==> config.mk <==
export PLATFORM = sky130hd
export DESIGN_NAME = flash_op_tracker
export DESIGN_NICKNAME = d
export VERILOG_FILES = /design/src/rtl/flash_trk_pkg.sv /design/src/rtl/flash_rst_sync.sv /design/src/rtl/flash_cmd_seq.sv /design/src/rtl/flash_op_timer.sv /design/src/rtl/flash_status_poll.sv /design/src/rtl/flash_op_tracker.sv
export SDC_FILE = /design/constraint.sdc
export NUM_CORES = 1
export LEC_CHECK = 0
export ABC_AREA = 1
export ABC_CLOCK_PERIOD_IN_PS = 1290
export BUFFER_PORTS_ARGS = -buffer_cell sky130_fd_sc_hd__buf_2
export CORE_AREA = 5 5 110 60
export CTS_CLUSTER_DIAMETER = 60
export DETAILED_ROUTE_END_ITERATION = 7
export DIE_AREA = 0 0 115 65
export SLEW_MARGIN = 10
export SYNTH_ARGS = -nofsm -noshare
export SYNTH_HDL_FRONTEND = slang
export SYNTH_SLANG_ARGS = --single-unit
==> constraint.sdc <==
create_clock -name clk -period 1.29 [get_ports clk]
set_clock_uncertainty 0.2 [all_clocks]
set_input_delay 0.1935 -clock clk [delete_from_list [all_inputs] [get_ports clk]]
set_output_delay 0.1935 -clock clk [all_outputs]
set_load 0.05 [all_outputs]
==> src/rtl/flash_trk_pkg.sv <==
package flash_trk_pkg;

  typedef enum logic [1:0] {
    MD_READ,
    MD_PROG,
    MD_ERASE,
    MD_SUSP
  } mode_t;

  typedef enum logic [2:0] {
    SQ_IDLE,
    SQ_UNL1,
    SQ_UNL2,
    SQ_PGM_DATA,
    SQ_ERA_U1,
    SQ_ERA_U2,
    SQ_ERA_CMD
  } seq_t;

  localparam logic [7:0] CD_KEY_A      = 8'hAA;
  localparam logic [7:0] CD_KEY_B      = 8'h55;
  localparam logic [7:0] CD_PROG       = 8'hA0;
  localparam logic [7:0] CD_ERASE_SET  = 8'h80;
  localparam logic [7:0] CD_SECT_ERASE = 8'h30;
  localparam logic [7:0] CD_CHIP_ERASE = 8'h10;
  localparam logic [7:0] CD_SUSPEND    = 8'hB0;
  localparam logic [7:0] CD_RESUME     = 8'h30;

endpackage

==> src/rtl/flash_rst_sync.sv <==
module flash_rst_sync #(
  parameter int unsigned STAGES = 2
) (
  input  logic clk,
  input  logic rst_n,
  output logic rst_sync_n
);

  logic [STAGES-1:0] chain_q;

  always_ff @(posedge clk or negedge rst_n) begin
    if (!rst_n) begin
      chain_q <= '0;
    end else begin
      chain_q <= {chain_q[STAGES-2:0], 1'b1};
    end
  end

  assign rst_sync_n = chain_q[STAGES-1];

endmodule

==> src/rtl/flash_cmd_seq.sv <==
module flash_cmd_seq
  import flash_trk_pkg::*;
#(
  parameter int unsigned ADDR_W     = 16,
  parameter int unsigned UNL_W      = 12,
  parameter int unsigned UNL_ADDR_A = 'h555,
  parameter int unsigned UNL_ADDR_B = 'h2AA
) (
  input  logic              clk,
  input  logic              rst_n,
  input  logic              enable,
  input  logic              wr_stb,
  input  logic [ADDR_W-1:0] wr_addr,
  input  logic [7:0]        wr_data,
  output logic              start_prog,
  output logic              start_erase,
  output logic              erase_chip
);

  localparam logic [UNL_W-1:0] KEY_ADDR_A = UNL_W'(UNL_ADDR_A);
  localparam logic [UNL_W-1:0] KEY_ADDR_B = UNL_W'(UNL_ADDR_B);

  seq_t sq_q, sq_nxt;
  logic hit_a, hit_b;

  assign hit_a = (wr_addr[UNL_W-1:0] == KEY_ADDR_A);
  assign hit_b = (wr_addr[UNL_W-1:0] == KEY_ADDR_B);

  always_comb begin
    sq_nxt      = sq_q;
    start_prog  = 1'b0;
    start_erase = 1'b0;
    erase_chip  = 1'b0;
    if (!enable) begin
      sq_nxt = SQ_IDLE;
    end else if (wr_stb) begin
      // any cycle that does not match falls back to the start
      sq_nxt = SQ_IDLE;
      case (sq_q)
        SQ_IDLE: begin
          if (hit_a && wr_data == CD_KEY_A) sq_nxt = SQ_UNL1;
        end
        SQ_UNL1: begin
          if (hit_b && wr_data == CD_KEY_B) sq_nxt = SQ_UNL2;
        end
        SQ_UNL2: begin
          if (hit_a && wr_data == CD_PROG)           sq_nxt = SQ_PGM_DATA;
          else if (hit_a && wr_data == CD_ERASE_SET) sq_nxt = SQ_ERA_U1;
        end
        SQ_PGM_DATA: begin
          start_prog = 1'b1;
        end
        SQ_ERA_U1: begin
          if (hit_a && wr_data == CD_KEY_A) sq_nxt = SQ_ERA_U2;
        end
        SQ_ERA_U2: begin
          if (hit_b && wr_data == CD_KEY_B) sq_nxt = SQ_ERA_CMD;
        end
        SQ_ERA_CMD: begin
          if (wr_data == CD_SECT_ERASE) begin
            start_erase = 1'b1;
          end else if (hit_a && wr_data == CD_CHIP_ERASE) begin
            start_erase = 1'b1;
            erase_chip  = 1'b1;
          end
        end
        default: sq_nxt = SQ_IDLE;
      endcase
    end
  end

  always_ff @(posedge clk or negedge rst_n) begin
    if (!rst_n) begin
      sq_q <= SQ_IDLE;
    end else begin
      sq_q <= sq_nxt;
    end
  end

endmodule

==> src/rtl/flash_op_timer.sv <==
module flash_op_timer #(
  parameter int unsigned CNT_W = 8
) (
  input  logic             clk,
  input  logic             rst_n,
  input  logic             load,
  input  logic [CNT_W-1:0] load_val,
  input  logic             run,
  output logic             expire
);

  logic [CNT_W-1:0] cnt_q, cnt_nxt;
  logic             cnt_en;

  assign cnt_en  = load | run;
  assign cnt_nxt = load ? load_val : (cnt_q - CNT_W'(1));
  assign expire  = run && (cnt_q == CNT_W'(1));

  always_ff @(posedge clk or negedge rst_n) begin
    if (!rst_n) begin
      cnt_q <= '0;
    end else if (cnt_en) begin
      cnt_q <= cnt_nxt;
    end
  end

endmodule

==> src/rtl/flash_status_poll.sv <==
module flash_status_poll #(
  parameter int unsigned SECT_W = 4
) (
  input  logic              clk,
  input  logic              rst_n,
  input  logic              rd_stb,
  input  logic [SECT_W-1:0] rd_sector,
  input  logic              busy,
  input  logic              erasing,
  input  logic              erase_all,
  input  logic [SECT_W-1:0] erase_sector,
  output logic              status_vld,
  output logic [7:0]        status_dq
);

  logic tog_any_q, tog_sect_q;
  logic tog_any_nxt, tog_sect_nxt;
  logic sect_hit;

  assign sect_hit     = erasing && (erase_all || rd_sector == erase_sector);
  assign tog_any_nxt  = tog_any_q ^ busy;
  assign tog_sect_nxt = tog_sect_q ^ sect_hit;

  always_ff @(posedge clk or negedge rst_n) begin
    if (!rst_n) begin
      status_vld <= 1'b0;
    end else begin
      status_vld <= rd_stb;
    end
  end

  always_ff @(posedge clk or negedge rst_n) begin
    if (!rst_n) begin
      tog_any_q  <= 1'b0;
      tog_sect_q <= 1'b0;
      status_dq  <= 8'h00;
    end else if (rd_stb) begin
      tog_any_q  <= tog_any_nxt;
      tog_sect_q <= tog_sect_nxt;
      status_dq  <= {!busy, tog_any_nxt, 3'b000, tog_sect_nxt, 2'b00};
    end
  end

endmodule

==> src/rtl/flash_op_tracker.sv <==
module flash_op_tracker
  import flash_trk_pkg::*;
#(
  parameter int unsigned ADDR_W    = 16,
  parameter int unsigned SECT_W    = 4,
  parameter int unsigned UNL_W     = 12,
  parameter int unsigned PROG_CYC  = 16,
  parameter int unsigned ERASE_CYC = 64
) (
  input  logic              clk,
  input  logic              rst_n,
  input  logic              wr_stb,
  input  logic [ADDR_W-1:0] wr_addr,
  input  logic [7:0]        wr_data,
  input  logic              rd_stb,
  input  logic [ADDR_W-1:0] rd_addr,
  input  logic              hw_reset_req,
  input  logic              lockout,
  output logic              rb_pull_low,
  output logic              status_vld,
  output logic [7:0]        status_dq
);

  localparam int unsigned MAX_CYC = (PROG_CYC > ERASE_CYC) ? PROG_CYC : ERASE_CYC;
  localparam int unsigned CNT_W   = $clog2(MAX_CYC + 1);

  logic              rst_sync_n;
  mode_t             mode_q, mode_nxt;
  logic [SECT_W-1:0] era_sect_q;
  logic              era_all_q;
  logic              ctl_ok, dec_en;
  logic              start_prog, start_erase, erase_chip;
  logic              tmr_load, tmr_run, tmr_expire;
  logic [CNT_W-1:0]  tmr_val;
  logic              op_busy, op_erasing;
  logic              rd_addr_unused;

  flash_rst_sync #(.STAGES(2)) i_rst_sync (
    .clk        (clk),
    .rst_n      (rst_n),
    .rst_sync_n (rst_sync_n)
  );

  assign ctl_ok = !hw_reset_req && !lockout;
  assign dec_en = ctl_ok && (mode_q == MD_READ);

  flash_cmd_seq #(
    .ADDR_W (ADDR_W),
    .UNL_W  (UNL_W)
  ) i_cmd_seq (
    .clk         (clk),
    .rst_n       (rst_sync_n),
    .enable      (dec_en),
    .wr_stb      (wr_stb),
    .wr_addr     (wr_addr),
    .wr_data     (wr_data),
    .start_prog  (start_prog),
    .start_erase (start_erase),
    .erase_chip  (erase_chip)
  );

  assign tmr_load = start_prog | start_erase;
  assign tmr_val  = start_prog ? CNT_W'(PROG_CYC) : CNT_W'(ERASE_CYC);
  assign tmr_run  = ctl_ok && (mode_q == MD_PROG || mode_q == MD_ERASE);

  flash_op_timer #(.CNT_W(CNT_W)) i_timer (
    .clk      (clk),
    .rst_n    (rst_sync_n),
    .load     (tmr_load),
    .load_val (tmr_val),
    .run      (tmr_run),
    .expire   (tmr_expire)
  );

  always_comb begin
    mode_nxt = mode_q;
    if (!ctl_ok) begin
      mode_nxt = MD_READ;
    end else begin
      case (mode_q)
        MD_READ: begin
          if (start_prog)       mode_nxt = MD_PROG;
          else if (start_erase) mode_nxt = MD_ERASE;
        end
        MD_PROG: begin
          if (tmr_expire) mode_nxt = MD_READ;
        end
        MD_ERASE: begin
          if (tmr_expire)                              mode_nxt = MD_READ;
          else if (wr_stb && wr_data == CD_SUSPEND)    mode_nxt = MD_SUSP;
        end
        MD_SUSP: begin
          if (wr_stb && wr_data == CD_RESUME) mode_nxt = MD_ERASE;
        end
        default: mode_nxt = MD_READ;
      endcase
    end
  end

  always_ff @(posedge clk or negedge rst_sync_n) begin
    if (!rst_sync_n) begin
      mode_q <= MD_READ;
    end else begin
      mode_q <= mode_nxt;
    end
  end

  always_ff @(posedge clk or negedge rst_sync_n) begin
    if (!rst_sync_n) begin
      era_sect_q <= '0;
      era_all_q  <= 1'b0;
    end else if (start_erase) begin
      era_sect_q <= wr_addr[ADDR_W-1 -: SECT_W];
      era_all_q  <= erase_chip;
    end
  end

  assign op_busy     = (mode_q == MD_PROG) || (mode_q == MD_ERASE);
  assign op_erasing  = (mode_q == MD_ERASE);
  assign rb_pull_low = hw_reset_req || op_busy;

  assign rd_addr_unused = ^rd_addr[ADDR_W-SECT_W-1:0];

  flash_status_poll #(.SECT_W(SECT_W)) i_status (
    .clk          (clk),
    .rst_n        (rst_sync_n),
    .rd_stb       (rd_stb),
    .rd_sector    (rd_addr[ADDR_W-1 -: SECT_W]),
    .busy         (op_busy),
    .erasing      (op_erasing),
    .erase_all    (era_all_q),
    .erase_sector (era_sect_q),
    .status_vld   (status_vld),
    .status_dq    (status_dq)
  );

endmodule

==> qor.txt, run 1 <==
Layout cells sized above 1: 0.5223
Met1 routing resource usage after global routing: 0.1634
Wire length after detailed routing: 4.258 mm
Cell-by-cell trace of the critical path: inv_2 -> ha_4 -> or2_4 -> buf_8
Worst Setup Start Kind: register
Chip width: 115 um
Wire length of the first global-routing pass: 6.775 mm
WL per Instance: 10.89 um
Critical path class: register to output pin
Kind of end point of the critical path: output pin
Area added between synthesis and finish: 62.74%
Pins over their slew limit: 0
Data arrival time of the worst path: 1.34 ns
Post-synth ARST share: 1.000
Routability congestion estimate: 0.8484
Clk buf depth: 2
Synth top area share: 0.3498
FMAX: 0.5772 GHz
Area of the die: 7475 um2
Initial core utilization: 0.2884
Global routing usage summed across all routing layers: 0.1113
Met3 GRT Util: 0.03078
Area of the core: 5705 um2
Placement Setup Slack: -0.3989 ns
Combinational power share: 0.470
Vias: 1649
Final cell count without fillers: 391
Antenna diode instance count: 0
Period utilisation layout: 1.343
Residual overflow from global routing: 0
Worst path slowest cell: dfrtp_1
Clock-pin slew of the registers on the worst-case setup and hold paths: 0.09 ns
Most used routing layer in global routing: met2
Internal Pwr Total: 1.635 mW
Max incr delay on CP: 0.39 ns
Final hold violation count: 0
Fillers: 545
Number of instances in the synthesized netlist: 216
Smallest hold slack: 0.02027 ns
Shortest period the worst path allows: 1.732 ns
Netlist area before placement: 1645 um2
Count of H-tree levels built during CTS: 1
Clock network power share: 0.175
Critical Path Fanout Max: 3
CTS tree: done
Setup repair after global routing missed its margin: yes
Peak supply drop: 0.0004203 V
Clock network latency to the later pin of the worst-skew pair: 0.27 ns
Max-cap violations: 0
Proportion of power drawn by flip-flops and latches: 0.355
Power dissipated by switching net loads: 1.021 mW
Leakage: 1.393 nW
First-pass iteration count of the detailed router: 4
Count of boundary I/O pins: 56
Half-perimeter wire length after placement: 3.291 mm
Antenna-violating nets left: 0
Via count of the first global-routing pass: 1545
Endpoints failing setup: 20
Number of library cell types mapped by synthesis: 30
Final routed DRC violation total: 0
Mean cell area of the mapped netlist: 7.617 um2
Number of vias per cell: 4.217
DRC marker count from the first detailed-route iteration: 71
Power density over cell area: 992.0 nW/um2
Number of flops mapped to enable cells by yosys: 0
Count of port buffers added during placement: 38
Primary flip-flop cell chosen by synthesis mapping: dfrtp_1
# placed instances: 370
Leading cell types by total area after synthesis: dfrtp_1 35%, nand2_1 12%, nand3_1 5.8%
Warnings from Yosys: 0
Met2 demand-to-capacity share in global routing: 0.1686
Path type of the worst min-delay path: register to async pin
Failing checks: negative setup slack
Flop and latch count out of synthesis: 23
Maximum number of pins on one net before global-route repair: 22
Sw Ratio: 0.3844
Number of buffers created by CTS: 3
R2R cell count: 11
Fraction of the yosys area taken by sequential cells: 0.3498
Worst reg2reg startpoint: mode_q[0]
Total negative slack: -5.027 ns
Cell at the root of the clock tree: clkbuf_8
Clock Sinks: 23
Req. time, crit path: 0.90 ns
Reg2reg end: mode_q[0]
Critical path startpoint: mode_q[1]
Number of nets in the final layout: 368
Register-to-register setup slack: -0.38 ns
Outcome: finished, violations left
Fin worst setup slack: -0.4424 ns
Cell accounting for the most synthesized area: dfrtp_1
Row Count: 20
Number of antenna violations at the first check in global routing: 0
Height of the chip: 65 um
## synth_stat cells (2+ instances only)
| cell type | n |
|---|---|
| nand2_1 | 52 |
| nor2_1 | 24 |
| dfrtp_1 | 23 |
| nand3_1 | 19 |
| inv_1 | 18 |
| buf_4 | 7 |
| ha_1 | 7 |
| nand4_1 | 6 |
| a21oi_1 | 5 |
| nand2_2 | 5 |
| nor3_1 | 5 |
| or2_2 | 5 |
| xnor2_1 | 5 |
| xor2_1 | 5 |
| nand2_4 | 4 |
| nor2_2 | 4 |
| inv_2 | 3 |
| nand3_2 | 3 |
| o21ai_0 | 3 |
| clkinv_2 | 2 |
| conb_1 | 2 |
## stage by stage
stage | util | total power, mW | instance area (um2)
after floorplan | - | 1.610 | 1713
after global placement | 0.3965 | 1.953 | 2262
after detailed placement | 0.3965 | 1.958 | 2262
after CTS | 0.4487 | 2.545 | 2560
after global routing | 0.4693 | 2.822 | 2678
final | 0.4693 | 2.656 | 2678
## cell type report
cell class / count / area, um2 / share of cell area
Multi-Input combinational cell: 167 / 1167 / 0.4360
Clock buffer: 3 / 41.29 / 0.01542
Clock inverter: 1 / 5.005 / 0.001869
Sequential cell: 23 / 575.6 / 0.2150
Timing Repair Buffer: 97 / 695.7 / 0.2598
Inverter: 23 / 96.34 / 0.03598
Tap cell: 77 / 96.34 / 0.03598
## how the worst max path moves through the flow
stage,to,cells after the start
finish,rb_pull_low,4
global route,rb_pull_low,4
CTS,rb_pull_low,4
detailed placement,mode_q[0],11
global placement,mode_q[0],11
floorplan,i_timer.cnt_q[5],9
## state kept, by name, indices dropped and copies added (netlist names)
signal               count
mode_q                   2
i_status.status_vld      1
era_sect_q               4
era_all_q                1
i_cmd_seq.sq_q           3
i_timer.cnt_q            7
i_rst_sync.chain_q       2
i_status.status_dq       3
## cell families (layout without fill, tap and decap cells)
family / count (synthesis) / after routing / share of synthesized area
compound gates: 11 / 11 / 0.03726
flops: 23 / 23 / 0.3498
xor+xnor: 10 / 10 / 0.05323
other cells: 2 / 6 / 0.004564
simple gates: 133 / 133 / 0.4160
buf+inv: 30 / 124 / 0.08593
fa+ha+maj: 7 / 7 / 0.05323
## routing by layer
| metal | wire length (um) | up-vias |
|---|---|---|
| li1 | - | 865 |
| met2 | 1883 | 14 |
| met3 | 148 | 2 |
| met4 | 12 | 0 |
| met1 | 2214 | 768 |
| met5 | 0 | - |
## power groups by stage
stage                     combinational [mW]  sequential, mW  clock (mW)
after global placement                  1.01           0.942           0
after detailed placement                1.01           0.943           0
after floorplan                        0.619           0.991           0
after CTS                               1.13           0.933       0.481
after global routing                    1.36           0.959       0.507
final                                   1.25           0.943       0.466
## critical path: cells and delay by family (launching register included)
family / cells / cell delay (ns)
adder cells (fa/ha/maj): 1 / 0.22
flip-flops: 1 / 0.39
AND/OR/NAND/NOR: 1 / 0.23
buffers and inverters: 2 / 0.23
## placed cells by master, fill, tap and decap left out, types with 4 or more instances in the layout
| cell type | n |
|---|---|
| ha_1 | 5 |
| inv_1 | 12 |
| buf_4 | 48 |
| inv_2 | 9 |
| buf_2 | 34 |
| buf_6 | 8 |
| nand2_4 | 7 |
| nor3_1 | 4 |
| nand3_1 | 17 |
| nor2_2 | 5 |
| dfrtp_1 | 23 |
| conb_1 | 6 |
| xor2_1 | 4 |
| nand3_2 | 5 |
| xnor2_1 | 4 |
| nor2_4 | 5 |
| nand4_1 | 6 |
| nand2_1 | 40 |
| dlygate4sd3_1 | 6 |
| nor2_1 | 19 |
| nand2_2 | 11 |
## what timing repair did
item,in CTS,in global routing
hold endpoints to repair,8,0
gates resized for setup,35,28
setup endpoints to repair,22,21
pin swaps,18,16
setup buffers,9,3
hold buffers,6,0
(Power assumes the default switching activity.)
==> inputs of run 2 (changes only) <==
--- a/config.mk
+++ b/config.mk
@@ -9,10 +9,10 @@
 export ABC_CLOCK_PERIOD_IN_PS = 1290
 export BUFFER_PORTS_ARGS = -buffer_cell sky130_fd_sc_hd__buf_2
 export CORE_AREA = 5 5 110 60
+export CTS_BUF_LIST = sky130_fd_sc_hd__clkbuf_16
 export CTS_CLUSTER_DIAMETER = 60
 export DETAILED_ROUTE_END_ITERATION = 7
 export DIE_AREA = 0 0 115 65
-export SLEW_MARGIN = 10
 export SYNTH_ARGS = -nofsm -noshare
 export SYNTH_HDL_FRONTEND = slang
 export SYNTH_SLANG_ARGS = --single-unit
==> run 2 against run 1 <==
Effect of this change: sequential power down 0.6%; core utilization up 0.53 points; global-route usage up 0.42 points; first-iteration DRC count down 7.0%; the flow still finishes with violations (negative setup slack); power up 6.9%; via count up 1.3%; worst setup slack better by 0.019 ns; hold slack worse by 0.0050 ns; register-to-register slack about the same.
==> qor.txt, run 2 (synthesis results as in run 1) <==
Outcome: finished, violations left
Failing checks: negative setup slack
Area used by multi-input combinational logic: 1152 um2
Clock network latency to the later pin of the worst-skew pair: 0.26 ns
FMAX: 0.5838 GHz
Endpoints failing setup: 19
Area of the core: 5705 um2
Cell at the root of the clock tree: clkbuf_16
Peak supply drop: 0.0005832 V
Registers with the highest flip-flop counts: i_timer.cnt_q x7, era_sect_q x4
Via count of the first global-routing pass: 1580
Layout cells sized above 1: 0.5158
Register cell area after layout: 575.6 um2
Cell family contributing the most delay on the critical path: flip-flops
Worst Path Buf+Inv: 2
Largest register by flop count: i_timer.cnt_q
Height of the chip: 65 um
Worst Setup Start Kind: register
Half-perimeter wire length after placement: 3.291 mm
Number of buffers created by CTS: 3
Antenna diode instance count: 0
Req. time, crit path: 0.90 ns
Max incr delay on CP: 0.38 ns
Cell-by-cell trace of the critical path: inv_2 -> ha_4 -> or2_4 -> buf_8
Post-placement cell area: 2262 um2
Fillers: 545
Area added between synthesis and finish: 64.56%
Count of boundary I/O pins: 56
Period utilisation layout: 1.328
Count of port buffers added during placement: 38
Power density over cell area: 1049 nW/um2
Post-route cell area: 2708 um2
Number of vias per cell: 4.252
Final cell count without fillers: 393
Number of nets in the final layout: 370
Vias: 1671
Leakage: 1.402 nW
Data arrival time of the worst path: 1.32 ns
Fin worst setup slack: -0.4229 ns
DRC marker count from the first detailed-route iteration: 66
CTS tree: done
Number of flip-flops under the largest register name: 7
Max-cap violations: 0
Commonest cells after routing, fill and taps aside: 49 x buf_4, 41 x nand2_1, 34 x buf_2
Shortest period the worst path allows: 1.713 ns
Clock Sinks: 23
Area of the die: 7475 um2
Wire length of the first global-routing pass: 6.989 mm
Number of antenna violations at the first check in global routing: 0
Count of H-tree levels built during CTS: 1
Row Count: 20
Final hold violation count: 0
Clk buf depth: 2
Chip width: 115 um
Critical path class: register to output pin
First-pass iteration count of the detailed router: 4
Setup repair after global routing missed its margin: yes
# placed instances: 370
WL per Instance: 11.19 um
Most common cell after layout, fill and taps aside: buf_4
Kind of end point of the critical path: output pin
Antenna-violating nets left: 0
Final routed DRC violation total: 0
Global routing usage summed across all routing layers: 0.1155
Path type of the worst min-delay path: register to async pin
Routability congestion estimate: 0.8484
Wire length after detailed routing: 4.396 mm
Clock-pin slew of the registers on the worst-case setup and hold paths: 0.07 ns
Pins over their slew limit: 0
Critical Path Fanout Max: 3
Initial core utilization: 0.2884
Worst path slowest cell: dfrtp_1
Maximum number of pins on one net before global-route repair: 22
Residual overflow from global routing: 0
## run 2: power breakdown
group / internal, mW / total, mW / switching [mW]
sequential: 0.858 / 0.937 / 0.0791
combinational: 0.533 / 1.22 / 0.686
clock: 0.417 / 0.683 / 0.266
## run 2: cell type report
type	count	area share
Tap cell	77	0.03558
Clock buffer	3	0.02773
Timing Repair Buffer	99	0.2611
Multi-Input combinational cell	167	0.4256
Inverter	23	0.03558
Sequential cell	23	0.2126
Clock inverter	1	0.001848
## run 2: timing repair
action / in CTS / in global routing
cloned: 0 / 0
endpoints found under the setup margin: 20 / 22
resized for setup: 33 / 24
setup buffers: 10 / 3
endpoints found under the hold margin: 7 / 0
hold buffers: 6 / 0
pin swaps: 15 / 19
## run 2: stage by stage
step	total power [mW]	util	hold slack (ns)	setup TNS (ns)	worst slack, ns
finish	2.840	0.4746	0.01524	-5.182	-0.4229
global route	3.011	0.4746	0.04781	-6.823	-0.4780
floorplan	1.610	-	-0.3021	-3.749	-0.3739
CTS	2.753	0.4550	0.03460	-5.000	-0.4334
global placement	1.953	0.3965	-0.2187	-5.413	-0.3582
detailed placement	1.958	0.3965	-0.2184	-5.463	-0.3989
## run 2: worst paths after layout
check	start	to	slack, ns	cells past startpoint
worst max-delay path	mode_q[1]	rb_pull_low	-0.42	4
worst min-delay path	i_rst_sync.chain_q[1]	i_timer.cnt_q[1]	0.02	1
worst max register to register	mode_q[0]	mode_q[0]	-0.37	9
worst min register to register	i_rst_sync.chain_q[1]	i_timer.cnt_q[1]	0.02	1
max in group asynchronous	i_rst_sync.chain_q[1]	mode_q[0]	0.65	1
min in group clk	i_rst_sync.chain_q[0]	i_rst_sync.chain_q[1]	0.14	0
## run 2: worst register-to-register path, stage by stage (launching register included)
cell and delay, ns:
dfrtp_1 0.36, inv_2 0.06, ha_4 0.29, nand2_4 0.08, nor2_4 0.11, nand2_2 0.08
nand4_1 0.16, nand3_2 0.10, nand2_1 0.07, nand2_1 0.05
## run 2: layer usage
layer,GRT usage,vias up,wire length (um)
met5,0,-,0
li1,-,871,-
met1,0.1668,783,2209
met3,0.03078,3,143
met2,0.1794,14,2031
met4,0.008785,0,12
==> inputs of run 3 (changes only) <==
--- a/config.mk
+++ b/config.mk
@@ -8,11 +8,15 @@
 export ABC_AREA = 1
 export ABC_CLOCK_PERIOD_IN_PS = 1290
 export BUFFER_PORTS_ARGS = -buffer_cell sky130_fd_sc_hd__buf_2
-export CORE_AREA = 5 5 110 60
+export CELL_PAD_IN_SITES_DETAIL_PLACEMENT = 2
+export CELL_PAD_IN_SITES_GLOBAL_PLACEMENT = 2
+export CORE_AREA = 5 5 121 66
 export CTS_BUF_LIST = sky130_fd_sc_hd__clkbuf_16
 export CTS_CLUSTER_DIAMETER = 60
 export DETAILED_ROUTE_END_ITERATION = 7
-export DIE_AREA = 0 0 115 65
+export DIE_AREA = 0 0 126 71
+export PLACE_DENSITY_LB_ADDON = 0.3
+export REMOVE_ABC_BUFFERS = 1
 export SYNTH_ARGS = -nofsm -noshare
 export SYNTH_HDL_FRONTEND = slang
 export SYNTH_SLANG_ARGS = --single-unit
==> run 3 against run 2 <==
Effect of this change: the flow still finishes with violations (negative setup slack); hold slack improved by 0.013 ns; global-route usage increased by 3.9 points; sequential power increased by 2.6%; sequential share of layout area decreased by 0.95 points; core utilization decreased by 6.6 points; wire length increased by 81%; final cell count increased by 6.1%; die area increased by 20%; register-to-register slack got worse by 0.15 ns; fmax decreased by 5.1%; critical path depth increased by 3; clock power increased by 6.9%; largest power group unchanged; highest routed layer unchanged.
==> qor.txt, run 3 (synthesis results as in run 1) <==
Outcome: finished, violations left
Failing checks: negative setup slack
Initial core utilization: 0.2372
Total negative slack: -8.030 ns
Row Count: 22
Fin worst setup slack: -0.5156 ns
Commonest cells after routing, fill and taps aside: 55 x buf_4, 41 x nand2_1, 34 x buf_2
Vias: 1837
Worst Setup Start Kind: register
Half-perimeter wire length after placement: 4.603 mm
Period utilisation layout: 1.400
Via count of the first global-routing pass: 1984
Final hold violation count: 0
Height of the chip: 71 um
Data arrival time of the worst path: 1.76 ns
Leakage: 1.432 nW
DRC marker count from the first detailed-route iteration: 88
WL per Instance: 19.05 um
Clock Sinks: 23
Clk buf depth: 2
Combinational power share: 0.459
Internal Pwr Total: 1.872 mW
Number of antenna violations at the first check in global routing: 0
Req. time, crit path: 1.24 ns
Largest register by flop count: i_timer.cnt_q
Number of vias per cell: 4.405
# placed instances: 394
Kind of end point of the critical path: register
Global routing usage summed across all routing layers: 0.1544
Antenna diode instance count: 0
Clock network latency to the later pin of the worst-skew pair: 0.27 ns
Number of buffers created by CTS: 3
Reg2reg end: i_timer.cnt_q[6]
Power dissipated by switching net loads: 1.253 mW
Cell at the root of the clock tree: clkbuf_16
Count of port buffers added during placement: 38
Proportion of power drawn by flip-flops and latches: 0.307
Number of nets in the final layout: 375
Register-to-register setup slack: -0.52 ns
Pins over their slew limit: 0
Final cell count without fillers: 417
Area of the core: 6937 um2
Final routed DRC violation total: 0
Count of boundary I/O pins: 56
Peak supply drop: 0.0004289 V
Wire length after detailed routing: 7.945 mm
Critical path class: register to register
Clock-pin slew of the registers on the worst-case setup and hold paths: 0.07 ns
First-pass iteration count of the detailed router: 4
Wire length of the first global-routing pass: 10.89 mm
Critical Path Fanout Max: 2
FMAX: 0.5538 GHz
Number of flip-flops under the largest register name: 7
Antenna-violating nets left: 0
Setup repair after global routing missed its margin: yes
Maximum number of pins on one net before global-route repair: 22
Area added between synthesis and finish: 72.24%
CTS tree: done
Shortest period the worst path allows: 1.806 ns
Power density over cell area: 1103 nW/um2
Clock network power share: 0.234
Chip width: 126 um
Endpoints failing setup: 21
Most common cell after layout, fill and taps aside: buf_4
Max-cap violations: 0
Residual overflow from global routing: 0
Total chip power: 3.125 mW
Worst reg2reg startpoint: i_timer.cnt_q[5]
Registers with the highest flip-flop counts: i_timer.cnt_q x7, era_sect_q x4
Routability congestion estimate: 0.7904
Area of the die: 8946 um2
Sw Ratio: 0.4011
R2R cell count: 7
Layout cells sized above 1: 0.5358
Count of H-tree levels built during CTS: 1
Path type of the worst min-delay path: input pin to async pin
[run 3: area by class of cell]
type	count	area, um2
Sequential cell	23	575.6
Clock buffer	3	75.07
Fill cell	797	4103
Timing Repair Buffer	104	757.0
Multi-Input combinational cell	167	1205
Clock inverter	1	5.005
Tap cell	96	120.1
Inverter	23	96.34
[run 3: timing repair]
action,4_1_cts,5_1_grt
gates resized for setup,52,28
cloned,0,0
endpoints found under the setup margin,23,22
pin swaps,24,14
buffers inserted,6,9
hold buffers,6,0
hold endpoints to repair,7,0
[run 3: how the worst max path moves through the flow]
| stage | slack (ns) | end | start |
|---|---|---|---|
| floorplan | -0.43 | i_timer.cnt_q[5] | mode_q[0] |
| global placement | -0.46 | mode_q[0] | mode_q[0] |
| detailed placement | -0.59 | mode_q[1] | mode_q[1] |
| CTS | -0.46 | rb_pull_low | mode_q[1] |
| global route | -0.59 | i_timer.cnt_q[6] | i_timer.cnt_q[5] |
| finish | -0.52 | i_timer.cnt_q[6] | i_timer.cnt_q[5] |
[run 3: per-layer routing]
layer,global-route usage,part of all wire,wire length [um],vias up
li1,-,-,-,885
met1,0.2101,0.49,3857,917
met2,0.2596,0.48,3811,28
met3,0.02564,0.024,188,7
met4,0.03329,0.011,87,0
met5,0,0,0,-
[run 3: metrics by stage]
| step | hold WS [ns] | worst slack (ns) | area, um2 | util |
|---|---|---|---|---|
| 2_1_floorplan | -0.3021 | -0.4304 | 1608 | - |
| 3_3_place_gp | -0.2193 | -0.4550 | 2271 | 0.3274 |
| 3_5_place_dp | -0.2132 | -0.5899 | 2271 | 0.3274 |
| 4_1_cts | 0.04673 | -0.4555 | 2659 | 0.3833 |
| 5_1_grt | 0.02510 | -0.5888 | 2834 | 0.4086 |
| 6_report | 0.02839 | -0.5156 | 2834 | 0.4086 |
[run 3: critical path, cell delays in order, from the launching register on]
cell and delay, ns:
dfrtp_1 0.38, or2_2 0.32, nor2_4 0.14, nand2_1 0.12
nor2_1 0.18, o21ai_1 0.13, nand2_1 0.14, nand2_2 0.08
[run 3: power groups by stage]
stage | Sequential [mW] | Clock [mW] | Combinational (mW)
after floorplan | 1.09 | 0 | 0.448
after global placement | 0.943 | 0 | 1.03
after detailed placement | 0.953 | 0 | 1.06
after CTS | 0.947 | 0.716 | 1.25
after global routing | 0.974 | 0.779 | 1.55
final | 0.961 | 0.730 | 1.43
